`src/rtl/rxq_pkg.sv`:
```
package rxq_pkg;

    typedef enum logic [1:0] {
        TRIG_ONE      = 2'd0,
        TRIG_QUARTER  = 2'd1,
        TRIG_HALF     = 2'd2,
        TRIG_NEARFULL = 2'd3
    } trig_code_e;

    function automatic int unsigned trig_level(input logic [1:0] code);
        case (trig_code_e'(code))
            TRIG_ONE:      trig_level = 1;
            TRIG_QUARTER:  trig_level = 4;
            TRIG_HALF:     trig_level = 8;
            default:       trig_level = 14;
        endcase
    endfunction

endpackage

```
`src/rtl/rxq_store.sv`:
```
module rxq_store #(
    parameter int DEPTH = 16,
    parameter int W     = 8,
    localparam int AW   = $clog2(DEPTH),
    localparam int CW   = $clog2(DEPTH + 1)
) (
    input  logic          clk_i,
    input  logic          rst_ni,
    input  logic          push_i,
    input  logic [W-1:0]  din_i,
    input  logic          pop_i,
    output logic [CW-1:0] count_o,
    output logic [W-1:0]  dout_o
);

    typedef struct packed {
        logic [DEPTH-1:0][W-1:0] mem;
        logic [AW-1:0]           wp;
        logic [AW-1:0]           rp;
        logic [CW-1:0]           cnt;
        logic [W-1:0]            dout;
    } store_t;

    store_t st_d, st_q;

    function automatic logic [AW-1:0] ptr_next(input logic [AW-1:0] p);
        ptr_next = (p == AW'(DEPTH - 1)) ? '0 : p + AW'(1);
    endfunction

    always_comb begin
        st_d = st_q;
        if (pop_i) begin
            st_d.dout = st_q.mem[st_q.rp];
            st_d.rp   = ptr_next(st_q.rp);
        end
        if (push_i) begin
            st_d.mem[st_q.wp] = din_i;
            st_d.wp           = ptr_next(st_q.wp);
        end
        case ({push_i, pop_i})
            2'b10:   st_d.cnt = st_q.cnt + CW'(1);
            2'b01:   st_d.cnt = st_q.cnt - CW'(1);
            default: st_d.cnt = st_q.cnt;
        endcase
    end

    always_ff @(posedge clk_i or negedge rst_ni) begin
        if (!rst_ni) st_q <= '0;
        else         st_q <= st_d;
    end

    assign count_o = st_q.cnt;
    assign dout_o  = st_q.dout;

endmodule

```
`src/rtl/rxq_tmo.sv`:
```
module rxq_tmo #(
    parameter int TMO_CHARS = 4,
    localparam int TW       = $clog2(TMO_CHARS + 1)
) (
    input  logic clk_i,
    input  logic rst_ni,
    input  logic touch_i,
    input  logic occupied_i,
    input  logic tick_i,
    output logic expired_o
);

    typedef struct packed {
        logic [TW-1:0] ticks;
    } tmo_t;

    tmo_t tm_d, tm_q;

    always_comb begin
        tm_d = tm_q;
        if (touch_i || !occupied_i) begin
            tm_d.ticks = '0;
        end else if (tick_i && (tm_q.ticks != TW'(TMO_CHARS))) begin
            tm_d.ticks = tm_q.ticks + TW'(1);
        end
    end

    always_ff @(posedge clk_i or negedge rst_ni) begin
        if (!rst_ni) tm_q <= '0;
        else         tm_q <= tm_d;
    end

    assign expired_o = (tm_q.ticks == TW'(TMO_CHARS));

endmodule

```
`src/rtl/uart_rx_fifo_tmo.sv`:
```
module uart_rx_fifo_tmo #(
    parameter int DEPTH     = 16,
    parameter int W         = 8,
    parameter int TMO_CHARS = 4,
    localparam int CW       = $clog2(DEPTH + 1)
) (
    input  logic          clk_i,
    input  logic          rst_ni,
    input  logic          rx_vld_i,
    input  logic [W-1:0]  rx_byte_i,
    input  logic          rd_i,
    input  logic          stat_rd_i,
    input  logic [1:0]    trig_sel_i,
    input  logic          rx_ie_i,
    input  logic          char_tick_i,
    output logic [W-1:0]  rd_data_o,
    output logic [CW-1:0] level_o,
    output logic          data_irq_o,
    output logic          tmo_irq_o,
    output logic          overrun_o
);

    typedef struct packed {
        logic ovr;
    } flag_t;

    flag_t fl_d, fl_q;

    logic [CW-1:0] count;
    logic          rd_ok;
    logic          wr_ok;
    logic          lost;
    logic          expired;
    logic [CW-1:0] trig_lvl;

    assign rd_ok = rd_i && (count != '0);
    assign wr_ok = rx_vld_i && ((count != CW'(DEPTH)) || rd_ok);
    assign lost  = rx_vld_i && !wr_ok;

    rxq_store #(.DEPTH(DEPTH), .W(W)) store_i (
        .clk_i   (clk_i),
        .rst_ni  (rst_ni),
        .push_i  (wr_ok),
        .din_i   (rx_byte_i),
        .pop_i   (rd_ok),
        .count_o (count),
        .dout_o  (rd_data_o)
    );

    rxq_tmo #(.TMO_CHARS(TMO_CHARS)) tmo_i (
        .clk_i      (clk_i),
        .rst_ni     (rst_ni),
        .touch_i    (rd_ok || wr_ok),
        .occupied_i (count != '0),
        .tick_i     (char_tick_i),
        .expired_o  (expired)
    );

    always_comb begin
        fl_d = fl_q;
        if (lost)           fl_d.ovr = 1'b1;
        else if (stat_rd_i) fl_d.ovr = 1'b0;
    end

    always_ff @(posedge clk_i or negedge rst_ni) begin
        if (!rst_ni) fl_q <= '0;
        else         fl_q <= fl_d;
    end

    assign trig_lvl   = CW'(rxq_pkg::trig_level(trig_sel_i));
    assign level_o    = count;
    assign data_irq_o = rx_ie_i && (count >= trig_lvl);
    assign tmo_irq_o  = rx_ie_i && expired && (count != '0);
    assign overrun_o  = fl_q.ovr;

endmodule

```
`config.mk`:
```
export PLATFORM = sky130hd
export DESIGN_NAME = uart_rx_fifo_tmo
export DESIGN_NICKNAME = d
export VERILOG_FILES = /design/src/rtl/rxq_pkg.sv /design/src/rtl/rxq_store.sv /design/src/rtl/rxq_tmo.sv /design/src/rtl/uart_rx_fifo_tmo.sv
export SDC_FILE = /design/constraint.sdc
export NUM_CORES = 1
export LEC_CHECK = 0
export BUFFER_PORTS_ARGS = -buffer_cell sky130_fd_sc_hd__clkbuf_2
export CAP_MARGIN = 0
export CORE_MARGIN = 2
export CORE_UTILIZATION = 55
export CTS_CLUSTER_DIAMETER = 60
export DETAILED_ROUTE_END_ITERATION = 8
export PLACE_DENSITY = 0.72
export RECOVER_POWER = 50
export REMOVE_ABC_BUFFERS = 1
export SYNTH_ARGS = -nofsm -noshare
export SYNTH_HDL_FRONTEND = slang
export SYNTH_SLANG_ARGS = --single-unit
```
`constraint.sdc`:
```
create_clock -name clk_i -period 3.2 [get_ports clk_i]
set_input_delay 0.48 -clock clk_i [delete_from_list [all_inputs] [get_ports clk_i]]
set_output_delay 0.48 -clock clk_i [all_outputs]
set_load 0.1 [all_outputs]
```
==> summary.txt <==
Outcome
  – Outcome: complete, but fails checks
  – Failing checks: max-capacitance violations, max-slew violations

CTS
  – CTS tree: yes
  – Root buf cell: clkbuf_16
  – Worst-Skew Late Latency: 0.42 ns
  – CTS Hold Bufs: 0
  – Clock-pin transition on the worst setup and hold timing paths: 0.06 ns
  – Clock Sinks: 153
  – CTS H-tree lvls: 4
  – Clock buffers created by TritonCTS: 17
  – Max clock buf depth: 2

Critical path
  – Crit path launch type: flip-flop
  – Arrival time worst endpoint: 3.08 ns
  – Top delay family on crit path: buffers and inverters
  – Critical path buffers and inverters: 1
  – CP startpoint: store_i.count_o[2]$_DFFE_PN0P_
  – Worst reg2reg path depth: 9
  – CP max stage cell: clkbuf_1
  – Worst R2R End: store_i.count_o[3]$_DFFE_PN0P_
  – Critical Path Sink: store_i.count_o[3]$_DFFE_PN0P_
  – Crit Reg-Reg Startpoint: store_i.count_o[2]$_DFFE_PN0P_
  – Reg-to-reg slack, setup: 0.41 ns
  – WS Path Type: reg -> reg
  – Worst Path Required: 3.49 ns
  – Critical-path cell list: nor4_4, a21boi_0, clkbuf_1, ha_1, nor2b_1, a22oi_1, o21ai_0, nand2_1, xnor2_1
  – Crit Path Max Fanout: 23
  – CP Capture Type: flip-flop
  – Critical path's largest stage delay: 0.72 ns
  – Cell count along the critical path: 9

Power and ir drop
  – Power Dens Cells: 1090 nW/um2
  – VDD IR max: 0.594 mV
  – Leak pwr: 3.77 nW

Route
  – Vias/cell: 5.90
  – Antenna-violating nets left: 0
  – DRT Pass-1 Iters: 5
  – Met1 Wirelength: 7140 um
  – DR WL met2: 7850 um
  – Met3 WL: 518 um
  – Starting DRT DRC Count: 315
  – WL/cell: 20.8 um
  – DR vias: 4439
  – DRC viols: 0
  – Top Metal Used: met4
  – Drt total wl: 15700 um

Floorplanning
  – Die area: 14700 um2
  – Vert. Die Dim: 121 um
  – Initial Utilization: 0.567
  – Number of I/O pins: 33
  – Std-Cell Rows: 42
  – Die width: 121 um
  – Core Footprint: 13300 um2

Final layout
  – Fill count: 1010
  – Storage cell area: 3830 um2
  – ANT cells: 0
  – Layout area overhead: 9.91%
  – Nets: 596
  – Multi-input gate area in the final layout: 3460 um2
  – Share of layout cells above drive strength 1: 0.349
  – Fin cells: 752

Global routing
  – Vias in the first global route: 4511
  – Initial antenna violation count: 0
  – Congestion Overflow GR: 0
  – GRT Total Usage: 0.230
  – First-pass GRT wire length: 25400 um
  – Largest net degree at the start of global routing: 86

Placement
  – Port bufs: 32
  – Post-DP HPWL: 10400 um
  – Inst Count DP: 721
  – GPL Wtd Cong: 0.803

Logic synthesis
  – Synth top area share: 0.505
  – Synthesis warning total: 0
  – Count of different cell masters after synthesis: 47
  – Yosys top cell by area: dfrtp_1
  – Seq cells post-synth: 153
  – Top cells by count, synth: dfrtp_1 (153), mux2_2 (67), mux2_1 (32), mux2_4 (32), mux2i_1 (32)
  – Mapped Area: 7570 um2
  – Seq/Total Area, Yosys: 0.505
  – Ys async rst share: 1.00
  – Syn Area/Cell: 13.8 um2
  – Prevailing post-synth register cell: dfrtp_1
  – Post-synth EDFFs: 0
  – Cells after synthesis: 550
  – Most common cell in the netlist: dfrtp_1
  – Largest cells by area after synthesis: dfrtp_1 (51%), mux2_2 (10%), mux2_4 (6.3%), mux2_1 (4.8%), mux4_2 (4.8%)

Flow run
  – Maxcap violations: 1

Timing
  – Worst Max-Slew Pin Slew: 1.70 ns
  – Minimum clock period: 2.79 ns
  – Endpoints failing setup: 0
  – RSZ-0062 raised after global routing: false
  – Worst clock skew: 0.00996 ns
  – Slew Viols, Final: 70
  – FMAX: 359 MHz
  – Worst slew margin: -0.131
  – Hold violation count in the final report: 0
  – Part of the cycle the worst path needs: 0.871
  – Hold_ws: 0.246 ns

Min path
  – Hold Crit Class: in -> reg
[registers in the layout, indices dropped and copies added (netlist names)]
| register | cells |
|---|---|
| tmo_i.tm_q | 3 |
| store_i.dout_o | 8 |
| store_i.st_q | 136 |
| overrun_o | 1 |
| store_i.count_o | 5 |
[through the flow]
stage	setup WS [ns]	total power [W]	area (um2)	util	TNS (ns)
floorplan	-1.20	0.00628	7330	-	-2.40
detailed placement	0.377	0.00719	7780	0.583	0
finish	0.414	0.00911	8330	0.624	0
global placement	0.512	0.00703	7780	0.583	0
CTS	0.360	0.00917	8350	0.626	0
global route	0.0661	0.00959	8330	0.624	0
[cells by family after synthesis]
kind of cell,synth area share
buffers and inverters,0.0380
xor gates and xnor gates,0.0104
muxes,0.300
DFF,0.505
and+or+nand+nor,0.0719
adders and majority gates,0.0248
AOI/OAI and AO/OA,0.0491
[metal layers]
layer / vias up / track usage
met2: 82 / 0.373
met5: - / 0
li1: 2016 / -
met1: 2319 / 0.316
met3: 22 / 0.0536
met4: 0 / 0.0575
[how the worst min path moves through the flow]
stage                                      start  slack (ns)  cells past startpoint                       endpoint
floorplan                                 rst_ni        0.18                      0          overrun_o$_DFFE_PN0P_
global placement    store_i.st_q[25]$_DFFE_PN0P_        0.46                      1   store_i.st_q[25]$_DFFE_PN0P_
detailed placement  store_i.st_q[22]$_DFFE_PN0P_        0.47                      1   store_i.st_q[22]$_DFFE_PN0P_
CTS                                       rst_ni        0.09                      1  store_i.st_q[144]$_DFFE_PN0P_
global route                           stat_rd_i        0.24                      2          overrun_o$_DFFE_PN0P_
finish                                 stat_rd_i        0.25                      2          overrun_o$_DFFE_PN0P_
[power breakdown]
group,switching [W],internal (W)
Clock,0.000749,0.00120
Sequential,0.000756,0.00285
Combinational,0.00192,0.00164
Total,0.00343,0.00568
[final cells by class]
| class | instances | share of cell area |
|---|---|---|
| clock buffer | 22 | 0.0570 |
| clock inverter | 9 | 0.0117 |
| multi-input combinational | 342 | 0.416 |
| inverter | 12 | 0.00541 |
| timing repair buffer | 38 | 0.0237 |
| tap | 176 | 0.0265 |
| sequential | 153 | 0.460 |
[timing repair]
action,CTS,global route
endpoints found under the setup margin,0,1
setup buffers,0,0
gates resized for setup,0,1
[cell usage in the layout (no fill, tap or decap), types with 8 or more instances in the layout]
| cell | count |
|---|---|
| nand2_1 | 23 |
| clkbuf_2 | 29 |
| nor2_2 | 8 |
| clkbuf_16 | 17 |
| ha_1 | 14 |
| dfrtp_1 | 152 |
| mux2i_1 | 32 |
| mux4_2 | 16 |
| o22ai_1 | 17 |
| mux2_4 | 32 |
| nand3_1 | 8 |
| a211oi_1 | 8 |
| a31oi_1 | 8 |
| nor2_1 | 15 |
| mux2_2 | 67 |
| mux2_1 | 32 |
| inv_1 | 12 |
| o21ai_0 | 8 |
Note: power is estimated with default switching activity, not from simulation.
